$ cat src/rtl/i2cm_pkg.sv
package i2cm_pkg;

    typedef enum logic [2:0] {
        ST_IDLE   = 3'd0,
        ST_START  = 3'd1,
        ST_RSTART = 3'd2,
        ST_BYTE   = 3'd3,
        ST_STOP   = 3'd4,
        ST_WAIT   = 3'd5
    } eng_state_e;

    localparam logic [7:0] EV_START     = 8'h08;
    localparam logic [7:0] EV_RSTART    = 8'h10;
    localparam logic [7:0] EV_WADR_ACK  = 8'h18;
    localparam logic [7:0] EV_WADR_NACK = 8'h20;
    localparam logic [7:0] EV_TX_ACK    = 8'h28;
    localparam logic [7:0] EV_TX_NACK   = 8'h30;
    localparam logic [7:0] EV_ARB       = 8'h38;
    localparam logic [7:0] EV_RADR_ACK  = 8'h40;
    localparam logic [7:0] EV_RADR_NACK = 8'h48;
    localparam logic [7:0] EV_RX_ACK    = 8'h50;
    localparam logic [7:0] EV_RX_NACK   = 8'h58;
    localparam logic [7:0] EV_NONE      = 8'hF8;

    localparam logic [2:0] RATE_EXT = 3'b111;

    // Quarter of an SCL period: system clocks, or baud pulses for RATE_EXT.
    function automatic logic [7:0] quarter_len(input logic [2:0] code);
        case (code)
            3'd0:    return 8'd64;
            3'd1:    return 8'd56;
            3'd2:    return 8'd48;
            3'd3:    return 8'd40;
            3'd4:    return 8'd240;
            3'd5:    return 8'd30;
            3'd6:    return 8'd15;
            default: return 8'd2;
        endcase
    endfunction

endpackage

$ cat src/rtl/i2cm_rate_gen.sv
module i2cm_rate_gen
    import i2cm_pkg::*;
#(
    parameter int CNT_W = 8
) (
    input  logic       clk,
    input  logic       rst_n,
    input  logic       ens,
    input  logic [2:0] rate_code,
    input  logic       baud_tick,
    output logic       tick
);

    typedef struct packed {
        logic [CNT_W-1:0] cnt;
        logic             tick;
    } rate_t;

    rate_t q, d;
    logic [CNT_W-1:0] lim;
    logic             adv;

    always_comb begin
        lim    = CNT_W'(quarter_len(rate_code));
        adv    = (rate_code == RATE_EXT) ? baud_tick : 1'b1;
        d      = q;
        d.tick = 1'b0;
        if (!ens) begin
            d.cnt = '0;
        end else if (adv) begin
            if (q.cnt >= lim - 1'b1) begin
                d.cnt  = '0;
                d.tick = 1'b1;
            end else begin
                d.cnt = q.cnt + 1'b1;
            end
        end
    end

    always_ff @(posedge clk or negedge rst_n) begin
        if (!rst_n) q <= '0;
        else        q <= d;
    end

    assign tick = q.tick;

    // no rate pulses while the block is disabled
    p_tick_off_r2: assert property (@(posedge clk) disable iff (!rst_n)
        !ens |=> !tick);

endmodule

$ cat src/rtl/i2cm_engine.sv
module i2cm_engine
    import i2cm_pkg::*;
#(
    parameter int BYTE_W = 8
) (
    input  logic              clk,
    input  logic              rst_n,
    input  logic              ens,
    input  logic              sta,
    input  logic              sto,
    input  logic              aa,
    input  logic              tick,
    input  logic              scl_in,
    input  logic              sda_in,
    input  logic              data_wr,
    input  logic [BYTE_W-1:0] data_wdata,
    input  logic              si_clr,
    output logic              si,
    output logic [7:0]        status,
    output logic [BYTE_W-1:0] data,
    output logic              scl_pull,
    output logic              sda_pull,
    output logic              stop_done
);

    localparam int BIT_W = $clog2(BYTE_W + 1);

    typedef struct packed {
        eng_state_e        state;
        logic [1:0]        ph;
        logic [BIT_W-1:0]  bitn;
        logic [BYTE_W-1:0] shift;
        logic [BYTE_W-1:0] data;
        logic [7:0]        status;
        logic              si;
        logic              owner;
        logic              addr_ph;
        logic              rd;
        logic              tx;
        logic              ack;
        logic              scl_pull;
        logic              sda_pull;
        logic              stop_done;
    } eng_t;

    eng_t q, d;
    logic ack_now;

    always_comb begin
        d           = q;
        d.stop_done = 1'b0;
        ack_now     = 1'b0;
        if (data_wr) d.data = data_wdata;
        if (si_clr)  d.si   = 1'b0;

        if (!ens) begin
            d.state    = ST_IDLE;
            d.si       = 1'b0;
            d.owner    = 1'b0;
            d.addr_ph  = 1'b0;
            d.ph       = '0;
            d.scl_pull = 1'b0;
            d.sda_pull = 1'b0;
        end else begin
            case (q.state)
                ST_IDLE: begin
                    d.scl_pull = 1'b0;
                    d.sda_pull = 1'b0;
                    if (sta && !q.si) begin
                        d.state = ST_START;
                        d.ph    = '0;
                    end
                end

                ST_START: if (tick) begin
                    case (q.ph)
                        2'd0: begin d.sda_pull = 1'b1; d.ph = 2'd1; end
                        2'd1: begin d.scl_pull = 1'b1; d.ph = 2'd2; end
                        default: begin
                            d.state   = ST_WAIT;
                            d.si      = 1'b1;
                            d.status  = EV_START;
                            d.owner   = 1'b1;
                            d.addr_ph = 1'b1;
                        end
                    endcase
                end

                ST_RSTART: if (tick) begin
                    case (q.ph)
                        2'd0: begin d.sda_pull = 1'b0; d.ph = 2'd1; end
                        2'd1: begin d.scl_pull = 1'b0; d.ph = 2'd2; end
                        2'd2: if (scl_in) begin d.sda_pull = 1'b1; d.ph = 2'd3; end
                        default: begin
                            d.scl_pull = 1'b1;
                            d.state    = ST_WAIT;
                            d.si       = 1'b1;
                            d.status   = EV_RSTART;
                            d.addr_ph  = 1'b1;
                        end
                    endcase
                end

                ST_STOP: if (tick) begin
                    case (q.ph)
                        2'd0: begin d.sda_pull = 1'b1; d.ph = 2'd1; end
                        2'd1: begin d.scl_pull = 1'b0; d.ph = 2'd2; end
                        2'd2: if (scl_in) begin d.sda_pull = 1'b0; d.ph = 2'd3; end
                        default: begin
                            d.state     = ST_IDLE;
                            d.owner     = 1'b0;
                            d.stop_done = 1'b1;
                        end
                    endcase
                end

                ST_BYTE: if (tick) begin
                    case (q.ph)
                        2'd0: begin
                            if (q.bitn < BIT_W'(BYTE_W)) begin
                                d.sda_pull = q.tx ? ~q.shift[BYTE_W-1] : 1'b0;
                            end else begin
                                d.sda_pull = q.tx ? 1'b0 : aa;
                                d.ack      = aa;
                            end
                            d.ph = 2'd1;
                        end
                        2'd1: begin d.scl_pull = 1'b0; d.ph = 2'd2; end
                        2'd2: if (scl_in) d.ph = 2'd3;
                        default: begin
                            d.scl_pull = 1'b1;
                            if (q.bitn < BIT_W'(BYTE_W)) begin
                                if (q.tx && !q.sda_pull && !sda_in) begin
                                    d.scl_pull = 1'b0;
                                    d.sda_pull = 1'b0;
                                    d.owner    = 1'b0;
                                    d.addr_ph  = 1'b0;
                                    d.state    = ST_WAIT;
                                    d.si       = 1'b1;
                                    d.status   = EV_ARB;
                                end else begin
                                    d.shift = {q.shift[BYTE_W-2:0], sda_in};
                                    d.bitn  = q.bitn + 1'b1;
                                    d.ph    = 2'd0;
                                end
                            end else begin
                                ack_now = q.tx ? !sda_in : q.ack;
                                if (q.addr_ph) begin
                                    if (q.rd) d.status = ack_now ? EV_RADR_ACK : EV_RADR_NACK;
                                    else      d.status = ack_now ? EV_WADR_ACK : EV_WADR_NACK;
                                end else if (q.tx) begin
                                    d.status = ack_now ? EV_TX_ACK : EV_TX_NACK;
                                end else begin
                                    d.status = ack_now ? EV_RX_ACK : EV_RX_NACK;
                                    d.data   = q.shift;
                                end
                                d.addr_ph = 1'b0;
                                d.state   = ST_WAIT;
                                d.si      = 1'b1;
                            end
                        end
                    endcase
                end

                ST_WAIT: if (!q.si) begin
                    d.ph = '0;
                    if (!q.owner) begin
                        d.state     = sta ? ST_START : ST_IDLE;
                        d.stop_done = sto;
                    end else if (sto) begin
                        d.state = ST_STOP;
                    end else if (sta) begin
                        d.state = ST_RSTART;
                    end else begin
                        d.state = ST_BYTE;
                        d.bitn  = '0;
                        d.shift = q.data;
                        d.tx    = q.addr_ph | ~q.rd;
                        if (q.addr_ph) d.rd = q.data[0];
                    end
                end

                default: d.state = ST_IDLE;
            endcase
        end
    end

    always_ff @(posedge clk or negedge rst_n) begin
        if (!rst_n) q <= '0;
        else        q <= d;
    end

    assign si        = q.si;
    assign status    = q.status;
    assign data      = q.data;
    assign scl_pull  = q.scl_pull;
    assign sda_pull  = q.sda_pull;
    assign stop_done = q.stop_done;

    // a pending event on an owned bus keeps SCL low
    p_hold_scl_r8: assert property (@(posedge clk) disable iff (!rst_n)
        (q.si && q.owner) |-> q.scl_pull);

    // after lost arbitration both lines are free
    p_arb_free_r10: assert property (@(posedge clk) disable iff (!rst_n)
        (q.si && q.status == EV_ARB) |-> (!q.scl_pull && !q.sda_pull));

    // inside a byte, SDA moves only while SCL is held low
    p_sda_move_low_r5: assert property (@(posedge clk) disable iff (!rst_n)
        (q.state == ST_BYTE && !$stable(q.sda_pull)) |-> q.scl_pull);

    // disable empties the flag and parks the sequencer
    p_disable_idle_r11: assert property (@(posedge clk) disable iff (!rst_n)
        !ens |=> (!q.si && q.state == ST_IDLE));

    // a posted event code is one of the master codes
    p_code_class_r1: assert property (@(posedge clk) disable iff (!rst_n)
        q.si |-> (q.status[2:0] == 3'b000 && q.status >= EV_START && q.status <= EV_RX_NACK));

endmodule

$ cat src/rtl/i2c_event_master.sv
module i2c_event_master
    import i2cm_pkg::*;
#(
    parameter int BYTE_W = 8,
    parameter int CNT_W  = 8
) (
    input  logic              clk,
    input  logic              rst_n,
    input  logic [1:0]        reg_sel,
    input  logic              reg_wr,
    input  logic [BYTE_W-1:0] reg_wdata,
    output logic [BYTE_W-1:0] reg_rdata,
    output logic              irq,
    input  logic              baud_tick,
    input  logic              scl_in,
    input  logic              sda_in,
    output logic              scl_pull,
    output logic              sda_pull
);

    typedef struct packed {
        logic [2:0] rate;
        logic       aa;
        logic       sto;
        logic       sta;
        logic       ens;
    } ctl_t;

    ctl_t ctl_q, ctl_d;

    logic              wr_ctl, wr_dat, si_clr;
    logic              tick, si, stop_done;
    logic [7:0]        status;
    logic [BYTE_W-1:0] data;

    assign wr_ctl = reg_wr && (reg_sel == 2'd0);
    assign wr_dat = reg_wr && (reg_sel == 2'd2);
    assign si_clr = wr_ctl && !reg_wdata[3];

    always_comb begin
        ctl_d = ctl_q;
        if (stop_done) ctl_d.sto = 1'b0;
        if (wr_ctl) begin
            ctl_d.rate = {reg_wdata[7], reg_wdata[1], reg_wdata[0]};
            ctl_d.aa   = reg_wdata[2];
            ctl_d.sto  = reg_wdata[4];
            ctl_d.sta  = reg_wdata[5];
            ctl_d.ens  = reg_wdata[6];
        end
    end

    always_ff @(posedge clk or negedge rst_n) begin
        if (!rst_n) ctl_q <= '0;
        else        ctl_q <= ctl_d;
    end

    always_comb begin
        case (reg_sel)
            2'd0:    reg_rdata = {ctl_q.rate[2], ctl_q.ens, ctl_q.sta, ctl_q.sto,
                                  si, ctl_q.aa, ctl_q.rate[1], ctl_q.rate[0]};
            2'd1:    reg_rdata = si ? status : EV_NONE;
            2'd2:    reg_rdata = data;
            default: reg_rdata = '0;
        endcase
    end

    assign irq = si;

    i2cm_rate_gen #(.CNT_W(CNT_W)) i_rate (
        .clk       (clk),
        .rst_n     (rst_n),
        .ens       (ctl_q.ens),
        .rate_code (ctl_q.rate),
        .baud_tick (baud_tick),
        .tick      (tick)
    );

    i2cm_engine #(.BYTE_W(BYTE_W)) i_engine (
        .clk        (clk),
        .rst_n      (rst_n),
        .ens        (ctl_q.ens),
        .sta        (ctl_q.sta),
        .sto        (ctl_q.sto),
        .aa         (ctl_q.aa),
        .tick       (tick),
        .scl_in     (scl_in),
        .sda_in     (sda_in),
        .data_wr    (wr_dat),
        .data_wdata (reg_wdata),
        .si_clr     (si_clr),
        .si         (si),
        .status     (status),
        .data       (data),
        .scl_pull   (scl_pull),
        .sda_pull   (sda_pull),
        .stop_done  (stop_done)
    );

    // a finished stop withdraws the stop request
    p_sto_selfclear_r9: assert property (@(posedge clk) disable iff (!rst_n)
        (stop_done && !wr_ctl) |=> !ctl_q.sto);

endmodule

$ cat config.mk
export PLATFORM = sky130hd
export DESIGN_NAME = i2c_event_master
export DESIGN_NICKNAME = d
export VERILOG_FILES = /design/src/rtl/i2cm_pkg.sv /design/src/rtl/i2cm_rate_gen.sv /design/src/rtl/i2cm_engine.sv /design/src/rtl/i2c_event_master.sv
export SDC_FILE = /design/constraint.sdc
export NUM_CORES = 1
export LEC_CHECK = 0
export ABC_CLOCK_PERIOD_IN_PS = 3000
export BUFFER_PORTS_ARGS = -buffer_cell sky130_fd_sc_hd__buf_2
export CORE_MARGIN = 2
export CORE_UTILIZATION = 55
export DETAILED_ROUTE_END_ITERATION = 8
export HOLD_SLACK_MARGIN = 0.03
export PLACE_DENSITY_LB_ADDON = 0.2
export SLEW_MARGIN = 20
export SYNTH_ARGS = -nofsm -noshare
export SYNTH_HDL_FRONTEND = slang
export SYNTH_HIERARCHICAL = 1
export SYNTH_SLANG_ARGS = --single-unit
$ cat constraint.sdc
create_clock -name clk -period 3 [get_ports clk]
set_input_delay 0.15 -clock clk [delete_from_list [all_inputs] [get_ports clk]]
set_output_delay 0.15 -clock clk [all_outputs]
set_load 0.05 [all_outputs]
=== Word level (Yosys, flattened, before mapping) ===
Index checks and enable logic that the tools add are counted.

* Mux-type cells: 98
* Bitwise operators: 7
* Add/subtract/negate cells: 3
* Eq/ne operators: 62
* Reduce and logical (&&, ||, !) cells: 32
* Magnitude comparators: 2

{| class="wikitable"
|+ Operators with widths
! operator !! count
|-
| 8-bit two-way mux || 11
|-
| 8-bit one-hot mux with 7 select lines || 1
|-
| 3-bit inequality test (second input constant) || 16
|-
| 12-bit two-way mux || 3
|-
| 36-bit two-way mux || 1
|-
| 9-bit two-way mux || 4
|-
| 11-bit two-way mux || 3
|-
| 3-bit two-way mux || 11
|-
| 31-bit two-way mux || 1
|-
| 5-bit two-way mux || 6
|-
| 14-bit two-way mux || 2
|-
| 9-bit one-hot mux with 3 select lines || 1
|-
| 9-bit AND reduction || 3
|-
| 1-bit two-way mux || 26
|-
| 4-bit inequality test (second input constant) || 6
|-
| 12-bit one-hot mux with 2 select lines || 1
|-
| 8-bit one-hot mux with 3 select lines || 1
|-
| 2-bit inequality test (second input constant) || 10
|-
| 10-bit AND reduction || 2
|-
| 3-bit == test (second input constant) || 6
|-
| 3-bit one-hot mux with 6 select lines || 1
|-
| 17-bit two-way mux || 1
|-
| 16-bit two-way mux || 1
|-
| 2-bit two-way mux || 7
|-
| other kinds (41) || 79
|}

* Logic and storage cells: 226
* Bits of input ports: 16
* Output and inout bits: 11
* Bits in registers: 58

=== Depth between registers and ports, before layout ===
Gate-level depths: netlist of run 1.

* Word-level depth: 10
* Mapped depth: 14
* Gate-level depth less buffers: 13

=== Hierarchy ===
The synthesis of run 1 kept the hierarchy.

{| class="wikitable"
|+ By module, submodules not included
! module !! instances !! seq. area each (µm²) !! cells each !! area each (µm²)
|-
| i2cm_engine || 1 || 950.9 || 320 || 2,765.2
|-
| i2cm_rate_gen || 1 || 225.2 || 90 || 817.0
|-
| i2c_event_master || 1 || 175.2 || 54 || 526.8
|}

=== Least setup slack after synthesis of run 1 ===
No wires, ideal clock.

* Kind: register to register
* Start point: reg ctl_q[6] (netlist name)
* End point: reg i_rate/q[4] (netlist name)
* Data required time: 2.899 ns
* Setup time: 0.101 ns
* Clock period less this slack: 2.815 ns
* Path buffers: 2
* Data arrival time: 2.714 ns
* Cell stages (with the launch flop): 15
* Path slack: 0.185 ns
* Cells stage by stage: dfrtp_1 -> clkbuf_1 -> nor2b_1 -> inv_1 -> ha_1 -> nand2_1 -> o21bai_1 -> a21oi_1 -> ha_1 -> a21o_1 -> a221oi_1 -> and2_1 -> buf_2 -> nand3_4 -> o311ai_2

* Word-level cells in the longest chain between the ends: 7
* Elaborated cells on any way between the ends: 16
* Classes of those cells: add/sub: 1; order compare: 1; eq/ne: 8; mux: 5; reduce/logical: 1

{| class="wikitable"
|+ Ends and longest elaborated chain
! item !! line !! text
|-
| start: declaration || i2c_event_master.sv:29 || <nowiki>ctl_t ctl_q, ctl_d;</nowiki>
|-
| start signal: assignment || i2c_event_master.sv:54 || <nowiki>else ctl_q <= ctl_d;</nowiki>
|-
| 3-bit == test (tied with other cells) || i2cm_pkg.sv:29 || <nowiki>case (code)</nowiki>
|-
| 8-bit one-hot mux with 7 select lines || i2cm_pkg.sv:29 ||
|-
| 8-bit by 1-bit subtractor with 8-bit output || i2cm_rate_gen.sv:31 || <nowiki>if (q.cnt >= lim - 1'b1) begin</nowiki>
|-
| 8-bit >= comparator || i2cm_rate_gen.sv:31 ||
|-
| 8-bit two-way mux || i2cm_rate_gen.sv:31 ||
|-
| 9-bit two-way mux || i2cm_rate_gen.sv:30 || <nowiki>end else if (adv) begin</nowiki>
|-
| 8-bit two-way mux || i2cm_rate_gen.sv:28 || <nowiki>if (!ens) begin</nowiki>
|-
| end signal: assignment || i2cm_rate_gen.sv:41 || <nowiki>if (!rst_n) q <= '0;</nowiki>
|-
| end signal: assignment || i2cm_rate_gen.sv:42 || <nowiki>else q <= d;</nowiki>
|-
| end: declaration || i2cm_rate_gen.sv:19 || <nowiki>rate_t q, d;</nowiki>
|}

Parallel ways exist; a longest one is shown, timed or not. The select of a mux whose other input is x is not followed.
A chain may end at the register's enable or synchronous reset.

=== Worst setup path in the final report of run 1 ===
* Start point: reg ctl_q[5] (netlist name)
* End point: reg i_rate/q[5] (netlist name)

Same word-level chain as after synthesis.

==> results.toml, run 1 <==
[critical_path]
worstPathRequired_ns = 3.21
cp-end-kind = "flop"
cp-start-kind = "flop"
crit_fanout = 7
worstSetupPathType = "reg -> reg"
reg2reg_depth = 13
cp.arrival_ns = 3.05

[drt]
dr_wl_met2_um = 4959
drt-initial-drc-count = 257
m1WireLength_um = 4756
wl_per_cell_um = 17.98
avgViaCountPerCell = 6.212
drc = 0
dr.pass1.iters = 5
route.vias.total = 3547
route.met3.wl_um = 441
ant_nets = 0
dr.max_layer_used = "met4"
drt_wl_total_um = 10270

[power]
power.switching_mw = 1.021
powerDensity_mw_per_mm2 = 572.4
pwr-share-clk_pct = 20.9
sequentialPowerShare_pct = 38.9
p_sw_share_pct = 41.05
ir_worst_vdd_uv = 278.6
totalPowerFinal_mw = 2.487
p_int_mw = 1.466
p_leak_nw = 1.866
pwr-share-comb_pct = 40.2

[timing]
layout_setup_ws_ns = 0.1516
setup-tns-final_ns = 0
slew_viol_final = 0
hold_viol_final = 0
setup_viol = 0
tightest_slew_ns = 0.9638
slew_headroom_pct = 35.51
fin_skew_ns = 0.01534
period_share_pct = 94.95
fin_crit_ns = 2.848
fmax_mhz = 351.1

[cts]
cts_buffer_depth = 2
clock_latency_ns = 0.32
clockRootBuffer = "clkbuf_8"
clk_pin_slew_worst_paths_ns = 0.11
htreeDepth = 2
numCtsBuffers = 5
cts_tree = "built"
clock-sinks = 54

[cells_and_area]
diodes = 0
fin_nets = 504
drive_gt1_share_pct = 18.64
postLayoutCellArea_sq_mm = 0.004344
syn2layout_area_growth_pct = 5.725
post-route-util_pct = 59.89

[yosys]
yosys.cell_types.count = 67
synthCells = 464
avgSynthCellArea_sq_um = 8.855
synthDominantCellAreaShare_pct = 32.89
ys_async_sr_fraction_pct = 100.0
synth_area_sq_mm = 0.004109
synth_warnings = 6
synth_seq_cells = 54
synth_ff_type = "dfrtp_1"
yosysMostFrequentCell = "dfrtp_1"
synth_edf_count = 0
yosysSeqAreaShare_pct = 32.89
synth_top_cell_by_area = "dfrtp_1"
synthTopCellsByCount = "54 x dfrtp_1, 47 x nand2_1, 30 x nor2_1, 25 x mux2i_1, 25 x o21ai_0"
synth_area_leaders = "dfrtp_1 33%, mux2i_1 6.1%, ha_1 5.2%, mux2_2 4.4%, nand2_1 4.3%"

[grt]
grt_pass1_wl_um = 16950
grt_max_degree = 36
antenna_found_initial = 0
grt_use_total_pct = 25.47
grt_pass1_vias = 3251
grt_overflow = 0

[floorplanning]
die_h_um = 90.44
start_util_pct = 56.65
pin_count = 27
die-area_sq_mm = 0.008178
rows = 31
coreArea_sq_mm = 0.007253
fp.dieW_um = 90.44

[placement]
gp_congestion = 0.9519
place_hpwl_um = 7474
io_buffers = 26
post-place-ws_ns = 0.04122
placed_cell_area_sq_mm = 0.004195

[flow_run]
max_cap_viol_count = 0

[hold_path]
holdCritPathClass = "in -> reg"
holdPathStages = 2

[run_status]
status = "complete, no violations"
-- kinds of logic after synthesis --
family,Yosys count,share of synthesized area [%]
AO/OA/AOI/OAI,111,19.25
XOR/XNOR,3,0.6396
adder cells (fa/ha/maj),17,5.177
buffers and inverters,61,8.282
flip-flops,54,32.89
multiplexers,41,10.47
other,1,0.09126
AND/OR/NAND/NOR,176,23.20
-- per-stage QoR --
stage	std cells	hold slack, ns
6_report	571	0.07433
2_1_floorplan	467	-0.1456
3_5_place_dp	561	0.2856
5_1_grt	571	0.07501
3_3_place_gp	561	0.2799
4_1_cts	570	0.07029
-- worst max-delay path: stages, from the launching register on --
cell      delay, ns
dfrtp_2        0.45
inv_2          0.08
nor2_1         0.16
nand2_1        0.11
ha_2           0.23
nand2_1        0.10
o21bai_1       0.06
a21oi_1        0.17
ha_1           0.26
a21o_1         0.18
a221oi_2       0.30
and2_4         0.20
nand3_4        0.13
o311ai_2       0.31
-- registers in the layout (all words and copies together) (netlist names), 4 cells and up --
signal           cells
i_engine/q          22
ctl_q                7
i_engine/status      4
i_rate/q             8
i_engine/data        8
-- power by group through the flow --
| stage | registers (mW) | clock network (mW) | logic, mW |
|---|---|---|---|
| floorplan | 0.930 | 0 | 0.787 |
| global placement | 0.971 | 0 | 0.958 |
| detailed placement | 0.976 | 0 | 0.973 |
| CTS | 0.961 | 0.526 | 0.979 |
| global route | 0.986 | 0.558 | 1.09 |
| finish | 0.968 | 0.519 | 1.00 |
-- what timing repair did --
| action | CTS | global route |
|---|---|---|
| cloned | 0 | 0 |
| endpoints found under the setup margin | 1 | 8 |
| endpoints found under the hold margin | 34 | 0 |
| resized for setup | 1 | 5 |
| buffers inserted | 0 | 1 |
| hold buffers | 1 | 0 |
| pin swaps | 0 | 0 |
-- per-layer routing --
metal  vias to the layer above  global-route usage [%]
li1                       1681                       -
met1                      1736                   36.13
met2                       119                   41.92
met3                        11                   2.922
met4                         0                   6.026
met5                         -                       0
-- path summary, 6_finish.rpt --
kind / from / endpoint / slack [ns]
worst max-delay path: ctl_q[5]$_DFFE_PN0P_ / i_rate/q[5]$_DFFE_PN0P_ / 0.15
worst min-delay path: reg_wdata[2] / ctl_q[3]$_DFFE_PN0P_ / 0.07
worst max register to register: ctl_q[5]$_DFFE_PN0P_ / i_rate/q[5]$_DFFE_PN0P_ / 0.15
worst min register to register: i_engine/scl_pull$_DFFE_PN0P_ / i_engine/scl_pull$_DFFE_PN0P_ / 0.52
max in group asynchronous: rst_n / ctl_q[5]$_DFFE_PN0P_ / 1.75
min in group asynchronous: rst_n / i_rate/q[2]$_DFFE_PN0P_ / 0.44
-- layout by cell type, fill, tap and decap left out, drive strengths merged, types with 3 or more instances in the layout --
cell type / n
a21o: 3
a21oi: 20
a22o: 3
a31oi: 11
and2: 5
and3: 4
buf: 40
clkbuf: 5
conb: 4
dfrtp: 54
ha: 17
inv: 18
mux2: 16
mux2i: 25
nand2: 48
nand2b: 10
nand3: 22
nand3b: 7
nand4: 8
nor2: 30
nor2b: 14
nor3: 7
nor3b: 5
o211ai: 9
o21ai: 25
o22ai: 4
o311ai: 5
o31ai: 5
o32ai: 3
or2: 4
or3: 4
-- final cells by class --
class                           count  area, sq um
Fill cell                         677         2909
Multi-Input combinational cell    352         2442
Sequential cell                    54         1353
Timing Repair Buffer               41        245.2
Tap cell                           99        123.9
Clock buffer                        5        68.82
Inverter                           17        63.81
Clock inverter                      3        47.55
Power figures use the tool's default switching activity.
==> run 2: changes to the inputs <==
Settings changed: BUFFER_PORTS_ARGS -buffer_cell sky130_fd_sc_hd__buf_2 to -buffer_cell sky130_fd_sc_hd__buf_4.
==> results.toml, run 2 (synthesis gave the netlist of run 1 again) <==
[drt]
route.met3.wl_um = 484
drc = 0
wl_per_cell_um = 17.62
m1WireLength_um = 4439
drt_wl_total_um = 10010
drt-initial-drc-count = 337
route.vias.total = 3511
dr.pass1.iters = 5
avgViaCountPerCell = 6.181
dr_wl_met2_um = 4962
ant_nets = 0
dr.max_layer_used = "met4"

[grt]
grt_max_degree = 55
antenna_found_initial = 0
grt_use_total_pct = 25.58
grt_pass1_wl_um = 17200
grt_overflow = 0
grt_pass1_vias = 3400

[timing]
setup_viol = 0
period_share_pct = 93.70
slew_headroom_pct = 35.53
slew_viol_final = 0
hold_viol_final = 0
fmax_mhz = 355.8
fin_crit_ns = 2.811
tightest_slew_ns = 0.9634
fin_skew_ns = 0.01172

[floorplanning]
coreArea_sq_mm = 0.007253
rows = 31
start_util_pct = 56.65
die_h_um = 90.44
die-area_sq_mm = 0.008178
fp.dieW_um = 90.44
pin_count = 27

[power]
totalPowerFinal_mw = 2.420
p_leak_nw = 1.860
ir_worst_vdd_uv = 320.7
powerDensity_mw_per_mm2 = 553.8

[placement]
place_hpwl_um = 7397
gp_congestion = 0.9248
io_buffers = 26

[cells_and_area]
regMostFlops = "i_engine/q"
drive_gt1_share_pct = 17.91
final_cell_mix = "53 x dfrtp_1, 47 x nand2_1, 37 x buf_4"
fillCellCount = 661
diodes = 0
fin_nets = 501
regArea_sq_mm = 0.001353
largest_register_ffs = 22
post-route-util_pct = 60.24
final_common_cell = "dfrtp_1"
multi_input_area_sq_mm = 0.002442
syn2layout_area_growth_pct = 6.334

[hold_path]
holdCritPathClass = "in -> reg"
holdPathStages = 2

[cts]
htreeDepth = 2
clock_latency_ns = 0.32
cts_tree = "built"
cts_buffer_depth = 2
numCtsBuffers = 5
clockRootBuffer = "clkbuf_8"
clock-sinks = 54
clk_pin_slew_worst_paths_ns = 0.11
post_cts_buffers = 0

[critical_path]
crit_fanout = 7
critPathMaxStageDelay_ns = 0.46
cp-start-kind = "flop"
reg2reg_depth = 13
path_cells = "inv_1, nor2_2, nand2_1, ha_2, nand2_1, o21bai_1, a21oi_1, ha_1, a21o_1, a221oi_2, and2_4, nand3_4, o311ai_2"
cp.arrival_ns = 3.03
slowest_stage = "dfrtp_2"
cp_common_cell = "nand2_1"
worstSetupPathType = "reg -> reg"
cp-end-kind = "flop"
worstPathRequired_ns = 3.22

[run_status]
status = "complete, no violations"

[flow_run]
max_cap_viol_count = 0
## run 2: cell count changes in the layout (fill, tap and decap cells not counted)
| cell | before | now |
|---|---|---|
| buf_2 | 26 | 0 |
| buf_4 | 14 | 37 |
| bufinv_16 | 1 | 0 |
| clkbuf_8 | 5 | 6 |
| clkinvlp_4 | 0 | 1 |
| inv_1 | 15 | 16 |
| inv_2 | 1 | 0 |
| inv_6 | 2 | 1 |
## run 2: worst paths after layout
check	start	endpoint	slack, ns
worst max-delay path	ctl_q[5]$_DFFE_PN0P_	i_rate/q[7]$_DFFE_PN0P_	0.19
max in group asynchronous	rst_n	ctl_q[5]$_DFFE_PN0P_	2.09
worst max register to register	ctl_q[5]$_DFFE_PN0P_	i_rate/q[7]$_DFFE_PN0P_	0.19
min in group asynchronous	rst_n	i_rate/q[1]$_DFFE_PN0P_	0.41
worst min register to register	i_engine/stop_done$_DFF_PN0_	ctl_q[2]$_DFFE_PN0P_	0.51
worst min-delay path	reg_wdata[1]	ctl_q[5]$_DFFE_PN0P_	0.07
## run 2: stage by stage
stage	cells	TNS, ns	area (sq um)	worst slack [ns]	hold WS (ns)
final	568	0	4369	0.1891	0.07173
after global routing	568	-0.01198	4369	-0.008162	0.06379
after CTS	568	0	4355	0.05401	0.06351
after detailed placement	559	0	4245	0.02951	0.2412
after global placement	559	0	4245	0.1784	0.2469
after floorplan	467	0	4120	0.1850	-0.1456
## run 2: worst max-delay path, delay by kind of cell (launching register included)
family	cells	cell delay, ns
AOI/OAI and AO/OA	5	1.00
and+or+nand+nor	5	0.58
adders and majority gates	2	0.51
DFF	1	0.46
buffers and inverters	1	0.17
## run 2: layout make-up
type	count	area share, %
Clock buffer	6	1.890
Timing Repair Buffer	38	6.586
Multi-Input combinational cell	352	55.90
Clock inverter	2	0.3723
Sequential cell	54	30.96
Inverter	17	1.460
Tap cell	99	2.835
## run 2: power by group
part	total [mW]	internal [mW]	switching [mW]
logic	1.01	0.420	0.593
clock network	0.447	0.191	0.256
registers	0.960	0.807	0.153
## run 2: per-layer routing
layer / vias up / track usage, %
li1: 1676 / -
met1: 1702 / 34.66
met2: 121 / 44.49
met3: 12 / 2.671
met4: 0 / 5.513
met5: - / 0
## run 2: timing repair
item                                    4_1_cts  5_1_grt
hold endpoints to repair                     54        0
endpoints found under the setup margin        2        8
hold buffers                                  1        0
gates cloned                                  0        0
resized for setup                             1        4
==> run 3: changes to the inputs <==
Settings changed: CORE_ASPECT_RATIO set to 2.
==> results.toml, run 3 (synthesis gave the netlist of run 1 again) <==
[floorplanning]
coreArea_sq_mm = 0.007267
pin_count = 27
start_util_pct = 56.54
fp.dieW_um = 65.12
die-area_sq_mm = 0.008220
die_h_um = 126.2
rows = 44

[drt]
drt-initial-drc-count = 270
dr.pass1.iters = 4
ant_nets = 0
dr_wl_met2_um = 6039
avgViaCountPerCell = 6.332
wl_per_cell_um = 19.27
m1WireLength_um = 3764
drc = 0
route.vias.total = 3565
route.met3.wl_um = 335
drt_wl_total_um = 10850
dr.max_layer_used = "met4"

[power]
ir_worst_vdd_uv = 379.2
powerDensity_mw_per_mm2 = 599.5
p_leak_nw = 1.906

[critical_path]
worstPathRequired_ns = 3.20
reg2reg_from = "ctl_q[4]$_DFFE_PN0P_"
worstSetupStartpoint = "ctl_q[4]$_DFFE_PN0P_"
cp-end-kind = "flop"
crit_fanout = 7
cp-start-kind = "flop"
cp.arrival_ns = 3.00
worstSetupPathType = "reg -> reg"

[grt]
grt_use_total_pct = 28.35
antenna_found_initial = 0
grt_pass1_vias = 3688
grt_overflow = 0
grt_pass1_wl_um = 18010
grt_max_degree = 55

[cts]
cts_tree = "built"
numCtsBuffers = 5
htreeDepth = 2
clock_latency_ns = 0.30
clockRootBuffer = "clkbuf_16"
cts_buffer_depth = 2
clk_pin_slew_worst_paths_ns = 0.07
clock-sinks = 54

[timing]
fin_skew_ns = 0.008368
hold_viol_final = 0
setup_viol = 0
slew_viol_final = 0
period_share_pct = 93.38
hold_slack_ns = 0.08041
rsz0062_at_grt = "no"
tightest_slew_ns = 0.8710
fin_crit_ns = 2.801
layout_setup_ws_ns = 0.1987
slew_headroom_pct = 41.72
fmax_mhz = 357.0

[cells_and_area]
syn2layout_area_growth_pct = 8.465
largest_register_ffs = 22
drive_gt1_share_pct = 18.47
regMostFlops = "i_engine/q"
final_common_cell = "dfrtp_1"
fin_nets = 503
final_cell_mix = "52 x dfrtp_1, 47 x nand2_1, 39 x buf_4"
diodes = 0
final_cells = 563

[placement]
placed_cells = 553
io_buffers = 26
gp_congestion = 0.9237
post-place-ws_ns = -0.005675
place_hpwl_um = 8356

[hold_path]
holdCritStartpoint = "reg_wdata[4]"
holdCritPathClass = "in -> reg"

[run_status]
status = "complete, no violations"

[flow_run]
max_cap_viol_count = 0
[run 3: layout make-up]
type | instances | area [sq um]
clock buffers | 5 | 125.1
clock inverters | 3 | 43.79
fillers | 673 | 2810
inverters | 17 | 63.81
multi-input cells | 352 | 2452
flip-flops and latches | 54 | 1354
well taps | 92 | 115.1
repair buffers | 40 | 302.8
[run 3: worst max-delay path: stages (launching register included)]
cell      delay [ns]
dfrtp_2         0.44
nor2_2          0.15
nor2b_1         0.08
inv_1           0.06
ha_2            0.22
nand2_1         0.08
o21bai_1        0.15
a21oi_1         0.09
ha_1            0.29
a21o_1          0.17
a221oi_2        0.31
and2_4          0.22
nand3_4         0.14
o311ai_2        0.29
[run 3: metrics by stage]
stage	TNS, ns	util, %	instance area [sq um]	power (mW)
3_5_place_dp	-0.005675	58.40	4244	1.993
3_3_place_gp	0	58.40	4244	1.974
6_report	0	61.33	4457	2.672
4_1_cts	0	60.95	4429	2.671
2_1_floorplan	0	-	4120	1.718
5_1_grt	0	61.33	4457	2.825
[run 3: metal layers]
| layer | GRT usage, % | vias up |
|---|---|---|
| met4 | 19.85 | 0 |
| met1 | 29.18 | 1735 |
| met5 | 0 | - |
| met3 | 3.929 | 48 |
| li1 | - | 1677 |
| met2 | 50.88 | 105 |
[run 3: report_power, final]
group / internal [mW] / total [mW] / leakage, nW / switching, mW
Combinational: 0.425 / 1.06 / 1.12 / 0.631
Sequential: 0.808 / 0.950 / 0.702 / 0.142
Clock: 0.395 / 0.665 / 0.0842 / 0.269
Total: 1.63 / 2.67 / 1.91 / 1.04
[run 3: worst paths after layout]
check | end | slack [ns] | depth (start not counted)
setup / recovery | i_rate/q[7]$_DFFE_PN0P_ | 0.20 | 13
hold / removal | ctl_q[2]$_DFFE_PN0P_ | 0.08 | 3
setup reg to reg | i_rate/q[7]$_DFFE_PN0P_ | 0.20 | 13
hold reg to reg | i_engine/q[33]$_DFFE_PN0P_ | 0.51 | 1
max in group asynchronous | ctl_q[5]$_DFFE_PN0P_ | 2.05 | 2
min in group asynchronous | i_engine/q[38]$_DFFE_PN0P_ | 0.43 | 2
[run 3: what timing repair did]
action / CTS / global route
setup endpoints to repair: 4 / 8
resized for setup: 1 / 6
buffers inserted: 0 / 1
endpoints found under the hold margin: 54 / 0
pin swaps: 1 / 0
hold buffers: 1 / 0
